--- src/rtl/ddsbus_prog_if.sv ---
module ddsbus_prog_if #(
  parameter int WR_CYC      = 2,
  parameter int UPD_CYC     = 2,
  parameter int LAG_CYC     = 4,
  parameter int RST_CYC     = 4,
  parameter int SYNC_STAGES = 2
) (
  input  logic        clk,
  input  logic        rst_n,
  input  logic [23:0] bus_in,
  input  logic        bus_stb,
  input  logic [5:0]  board_sw,
  input  logic        upd_after_wr,
  input  logic        fsk_ext_sel,
  input  logic        shk_ext_sel,
  input  logic        fsk_ext,
  input  logic        shk_ext,
  output logic [5:0]  reg_addr,
  output logic [7:0]  reg_data,
  output logic        wr_pulse,
  output logic        upd_pulse,
  output logic        mrst_pulse,
  output logic        fsk_out,
  output logic        shk_out,
  output logic        busy
);
  localparam int CNT_W = $clog2(WR_CYC + UPD_CYC + LAG_CYC + RST_CYC + 1);

  typedef enum logic [2:0] {S_IDLE, S_SETUP, S_WR, S_HOLD, S_LAG, S_UPD, S_RST} state_t;

  state_t           state;
  logic [CNT_W-1:0] cnt;
  logic             then_upd;
  logic [15:0]      word;
  logic [SYNC_STAGES:0] stb_sh;

  wire       stb_rise = stb_sh[SYNC_STAGES-1] & ~stb_sh[SYNC_STAGES];
  wire [1:0] code     = bus_in[17:16];
  wire       hit      = stb_rise && (state == S_IDLE) && (bus_in[23:18] == board_sw);
  wire       take     = hit && !(code == 2'b10 && !upd_after_wr);

  assign reg_addr   = word[5:0];
  assign reg_data   = word[15:8];
  assign fsk_out    = fsk_ext_sel ? fsk_ext : word[6];
  assign shk_out    = shk_ext_sel ? shk_ext : word[7];
  assign wr_pulse   = (state == S_WR);
  assign upd_pulse  = (state == S_UPD);
  assign mrst_pulse = (state == S_RST);
  assign busy       = (state != S_IDLE);

  always_ff @(posedge clk or negedge rst_n)
    if (!rst_n) stb_sh <= '0;
    else        stb_sh <= {stb_sh[SYNC_STAGES-1:0], bus_stb};

  always_ff @(posedge clk or negedge rst_n)
    if (!rst_n)    word <= '0;
    else if (take) word <= bus_in[15:0];

  always_ff @(posedge clk or negedge rst_n) begin
    if (!rst_n) begin
      state    <= S_IDLE;
      cnt      <= '0;
      then_upd <= 1'b0;
    end else begin
      case (state)
        S_IDLE: if (hit) begin
          case (code)
            2'b00: begin state <= S_RST; cnt <= CNT_W'(RST_CYC - 1); end
            2'b01: begin state <= S_SETUP; then_upd <= 1'b0; end
            2'b10: if (upd_after_wr) begin
                     state <= S_SETUP; then_upd <= 1'b1;
                   end else begin
                     state <= S_UPD; cnt <= CNT_W'(UPD_CYC - 1);
                   end
            default: state <= S_IDLE;
          endcase
        end
        S_SETUP: begin state <= S_WR; cnt <= CNT_W'(WR_CYC - 1); end
        S_WR:    if (cnt == '0) state <= S_HOLD; else cnt <= cnt - 1'b1;
        S_HOLD:  if (then_upd) begin state <= S_LAG; cnt <= CNT_W'(LAG_CYC - 1); end
                 else state <= S_IDLE;
        S_LAG:   if (cnt == '0) begin state <= S_UPD; cnt <= CNT_W'(UPD_CYC - 1); end
                 else cnt <= cnt - 1'b1;
        S_UPD:   if (cnt == '0) state <= S_IDLE; else cnt <= cnt - 1'b1;
        S_RST:   if (cnt == '0) state <= S_IDLE; else cnt <= cnt - 1'b1;
        default: state <= S_IDLE;
      endcase
    end
  end
endmodule

--- config.mk ---
export PLATFORM = sky130hd
export DESIGN_NAME = ddsbus_prog_if
export DESIGN_NICKNAME = d
export VERILOG_FILES = /design/src/rtl/ddsbus_prog_if.sv
export SDC_FILE = /design/constraint.sdc
export NUM_CORES = 1
export LEC_CHECK = 0
export ABC_AREA = 0
export BUFFER_PORTS_ARGS = -buffer_cell sky130_fd_sc_hd__buf_2
export CAP_MARGIN = 15
export CORE_ASPECT_RATIO = 0.5
export CORE_MARGIN = 4
export CORE_UTILIZATION = 53
export DETAILED_ROUTE_END_ITERATION = 6
export PLACE_DENSITY_LB_ADDON = 0.25
export SETUP_SLACK_MARGIN = 0.2
export SLEW_MARGIN = 20
export SYNTH_ARGS = -nofsm -noshare
export SYNTH_HDL_FRONTEND = slang
export SYNTH_SLANG_ARGS = --single-unit
export TNS_END_PERCENT = 50
--- constraint.sdc ---
create_clock -name clk -period 2.8 [get_ports clk]
set_input_delay 0.14 -clock clk [delete_from_list [all_inputs] [get_ports clk]]
set_output_delay 0.14 -clock clk [all_outputs]
set_load 0.02 [all_outputs]
Yosys cells after proc, flatten, opt, wreduce, memory -nomap -nowiden:

Index checks and enable logic that the tools add are counted.
W data, S select, Z words.

* bits in registers: 27
* logic and storage cells: 62
* output and inout bits: 20
* input port bits: 38

* eq/ne operators: 18
* add/subtract/negate cells: 1
* muxes and demuxes: 19
* bitwise logic cells: 2
* reduce and logical (&&, ||, !) cells: 17

Operators by type and width (number)
* $mux W4: 5
* $pmux W4 S5: 1
* $mux W3: 6
* $pmux W3 S6: 1
* $ne A2 B2 Y1 const B: 5
* $eq A3 B3 Y1 const B: 3
* $pmux W3 S3: 1
* $pmux W4 S2: 1
* $reduce_and A4 Y1: 2
* $eq A3 B2 Y1 const B: 2
* $eq A6 B6 Y1: 1
* $reduce_and A6 Y1: 1
* $reduce_bool A5 Y1: 1
* $logic_and A1 B1 Y1: 4
* $logic_not A4 Y1: 1
* $ne A2 B1 Y1 const B: 2
* $sub A4 B1 Y4 const B: 1
* $eq A3 B1 Y1 const B: 1
* $logic_not A3 Y1: 1
* $mux W1: 3
* $ne A3 B1 Y1 const B: 1
* $ne A3 B3 Y1 const B: 1
* $reduce_bool A3 Y1: 1
* $reduce_or A3 Y1: 1
* other kinds (9): 10

Depth between registers and ports, before layout:

* word-level depth: 6
* mapped depth: 7
* depth with buffers taken out: 7

Worst setup path after synthesis:

OpenSTA, ideal clock, no wires.

* kind: register to register
* start point: register cnt[0]
* end point: register cnt[1]
* required time: 2675 ps
* period minus slack after synthesis: 1796 ps
* arrival time: 1671 ps
* stages on the path, launching flop included: 8
* path slack: 1004 ps
* path through: dfrtp_1 > inv_1 > ha_1 > nor3b_4 > a21oi_1 > a22o_1 > nand2_2 > mux2_4

* word-level cells in the longest chain between the ends: 3
* elaborated cells on any way between the ends: 7
* classes of those cells: add/sub: 1; eq/ne: 1; mux: 3; reduce/logical: 2

Ends and longest elaborated chain
* start: declaration: RTL line 32 `logic [CNT_W-1:0] cnt;`
* start signal: assignment: RTL line 83 `else cnt <= cnt - 1'b1;`
* $sub A4 B1 Y4 / $logic_not A4 Y1 (equally long branches)
* $mux W4 (tied with other cells): RTL line 79, 84, 85
* $pmux W4 S5 / $reduce_and A6 Y1 (equally long branches)

Several ways; a longest one is shown, not always the timed one. The select of a mux whose other input is x is not followed.
A chain may end at the register's enable or synchronous reset.

Worst setup path in the final report:

Ends and elaborated chain as after synthesis.

==> qor.csv <==
stage,metric,value,unit
clocking,Clock Tree Root,clkbuf_8,
timing,Worst Skew,0.00206,ns
logic_synthesis,"FF+latch count, synth",27,
routing,Vias,1217,
timing,max-slew violations,0,
logic_synthesis,main combinational cell family by area after synthesis,multiplexers,
timing,final setup vio count,0,
setup_path,depth of the most critical reg-to-reg path,7,
floorplan,core box area,3000,sq um
logic_synthesis,Post-Synth Adder-Cell Area,4.52,%
global_route,vias in the first global route,1137,
setup_path,CP Capture Type,register,
logic_synthesis,mux share of post-synthesis cell area,16.9,%
timing,final hold vios,0,
routing,DRC,0,
final_layout,n_diodes,0,
logic_synthesis,post-synth top area share,40.7,%
timing,Worst Tran Pin Value,0.588,ns
outcome,status,"finished, final reports clean",
clocking,H-tree levels,1,
setup_path,Crit Path Max Fanout,8,
logic_synthesis,Post-Syn Area,1660,sq um
floorplan,die area,4150,sq um
final_layout,Final nets,239,
timing,Fmax achieved,502,MHz
setup_path,internal reg-to-reg setup slack,0.81,ns
setup_path,crit path kind,register to register,
routing,DRT iter0 DRCs,30,
floorplan,Initial Utilization,55.5,%
global_route,first-pass GRT wire length,5.18,mm
logic_synthesis,Ys Warns,0,
global_route,All-Layer GR Usage,16.2,%
setup_path,Worst Setup SP,cnt[0],
setup_path,Critical Path RT,2.97,ns
routing,drt pass-1 iters,4,
logic_synthesis,post-synthesis simple-gate area fraction,13.6,%
setup_path,crit path launch type,register,
floorplan,die height,47.6,um
global_route,pin count of the biggest net entering global routing,28,
final_layout,layout cells sized above 1,46.9,%
timing,Tcrit/Tclk final,71.1,%
clocking,Worst-Skew Late Latency,0.27,ns
logic_synthesis,"top cells by area, synth","dfrtp_1 (41%), mux2_4 (11%), buf_4 (6.3%), mux2_2 (5.4%), ha_1 (4.5%)",
clocking,Sink Count,27,
logic_synthesis,Syn Area/Cell,11.2,sq um
logic_synthesis,dominant synthesized flop cell,dfrtp_1,
timing,Setup TNS,0,ns
job,max cap viols,0,
clocking,clock buffer count from CTS,3,
logic_synthesis,syn nets,192,
logic_synthesis,top-count cell post-synth,dfrtp_1,
routing,drt wl/cell,13.3,um
logic_synthesis,"EDFF count, synth",0,
logic_synthesis,Commonest cells post-synth,"dfrtp_1 (27), buf_4 (14), mux2_4 (12)",
power_and_ir_drop,worst vdd ir,0.000340,V
placed_design,Placer Congestion,0.828,
global_route,initial antenna violation count,0,
timing,RSZ-0062 raised after global routing,false,
logic_synthesis,compound-cell area share of the yosys netlist,10.5,%
routing,drt total wl,3.12,mm
final_layout,synthesis-to-finish area growth,16.3,%
logic_synthesis,leading area contributor after synthesis,dfrtp_1,
clocking,CTS tree,built,
logic_synthesis,Syn Inst Count,148,
power_and_ir_drop,P_leak,1.01,nW
placed_design,I/O Buffers,57,
routing,Vias/cell,5.20,
hold_path,HP Class,input port to register,
timing,Tmin final,1.99,ns
setup_path,r2r endpoint,cnt[1],
floorplan,Chip Width,87.2,um
timing,headroom to the max-slew limit,60.8,%
floorplan,row cnt,14,
logic_synthesis,asr flop ratio synth,100,%
logic_synthesis,synth unique cells,39,
logic_synthesis,sequential fraction of the synthesis area,40.7,%
clocking,Post-CTS Setup Inserts,0,
final_layout,post-layout util,64.5,%
power_and_ir_drop,"Power, Total",1.47,mW
setup_path,WP data arrival,2.16,ns
placed_design,DP HPWL,2.39,mm
logic_synthesis,Synth Area in XOR/XNOR,3.16,%
setup_path,CP Capture Point,cnt[1],
clocking,clk slew on worst S/H paths,0.10,ns
setup_path,FF-to-FF Start,cnt[0],
routing,antenna-violating nets left,0,
power_and_ir_drop,power density cells,759,nW/um^2
floorplan,Ports,58,
clocking,maximum clock path buffer count,2,
global_route,total gr overflow,0,
final_layout,Filler cells,244,
-- how the worst min path moves through the flow --
stage | start | end | slack, ns | cells past startpoint
global route | bus_in[12] | word[12] | 0.08 | 2
finish | bus_in[11] | word[11] | 0.09 | 2
global placement | rst_n | state[2] | 0.18 | 1
detailed placement | rst_n | state[2] | 0.18 | 1
CTS | bus_in[13] | word[13] | 0.08 | 2
floorplan | rst_n | cnt[0] | -0.16 | 0
-- timing repair --
action / 4_1_cts / 5_1_grt
endpoints found under the hold margin: 28 / 0
gates resized for setup: 0 / 0
hold buffers: 2 / 0
-- state kept, by name, summed over array words and instances, names as in the netlist --
register	cells
word	16
cnt	4
state	3
stb_sh	3
then_upd	1
-- cell families after synthesis --
family                     Yosys count
and+or+nand+nor                     36
DFF                                 27
AOI/OAI and AO/OA                   26
buffers and inverters               26
muxes                               21
xor gates and xnor gates             6
adders and majority gates            6
-- cell type report --
cell class / instances / area (sq um) / share of cell area, %
clock buffer: 3 / 41.3 / 2.14
clock inverter: 1 / 8.76 / 0.453
inverter: 7 / 26.3 / 1.36
multi-input combinational: 95 / 810 / 41.9
sequential: 27 / 676 / 35.0
tap: 40 / 50.0 / 2.59
timing repair buffer: 61 / 320 / 16.6
-- cell usage in the layout, fill, tap and decap left out, drive strengths merged, types with 2 or more instances in the layout --
cell type | Yosys | final
a21o | 2 | 2
xnor2 | 6 | 6
a22oi | 3 | 3
o31ai | 3 | 3
nand3 | 2 | 2
clkbuf | 1 | 3
o211ai | 2 | 2
nor2 | 10 | 10
ha | 6 | 6
nor3 | 3 | 3
dfrtp | 27 | 27
nand2 | 9 | 9
dlygate4sd3 | 0 | 2
nand2b | 4 | 4
nor3b | 2 | 2
o21ai | 8 | 8
a21oi | 3 | 3
buf | 18 | 59
inv | 7 | 8
mux2 | 20 | 20
-- critical path: stages, from the launching register on --
cell and delay (ns):
dfrtp_1 0.42, inv_1 0.10, ha_1 0.18, nor3b_4 0.35, a21oi_1 0.15, a22o_1 0.29
nand2_2 0.10, mux2_4 0.30
-- routing by layer --
metal	track usage [%]	vias up	share of wire (%)
met2	27.0	32	50
met5	0	-	0
met3	5.33	0	6.0
met1	21.8	593	44
met4	1.83	0	0
li1	-	592	-
-- power breakdown --
group / internal (mW) / switching (mW) / total (mW) / leakage, nW
Clock: 0.104 / 0.126 / 0.230 / 0.0261
Combinational: 0.306 / 0.354 / 0.661 / 0.622
Sequential: 0.464 / 0.111 / 0.575 / 0.357
Total: 0.875 / 0.592 / 1.47 / 1.01
-- per-stage QoR --
stage	std cells	hold WS [ns]	setup WS, ns	instance area (sq um)
after floorplan	148	-0.156	1.00	1660
after global placement	228	0.182	0.891	1860
after detailed placement	228	0.185	0.841	1860
after CTS	234	0.0834	0.818	1930
after global routing	234	0.0790	0.690	1930
final	234	0.0870	0.808	1930
Power figures use the tool's default switching activity.
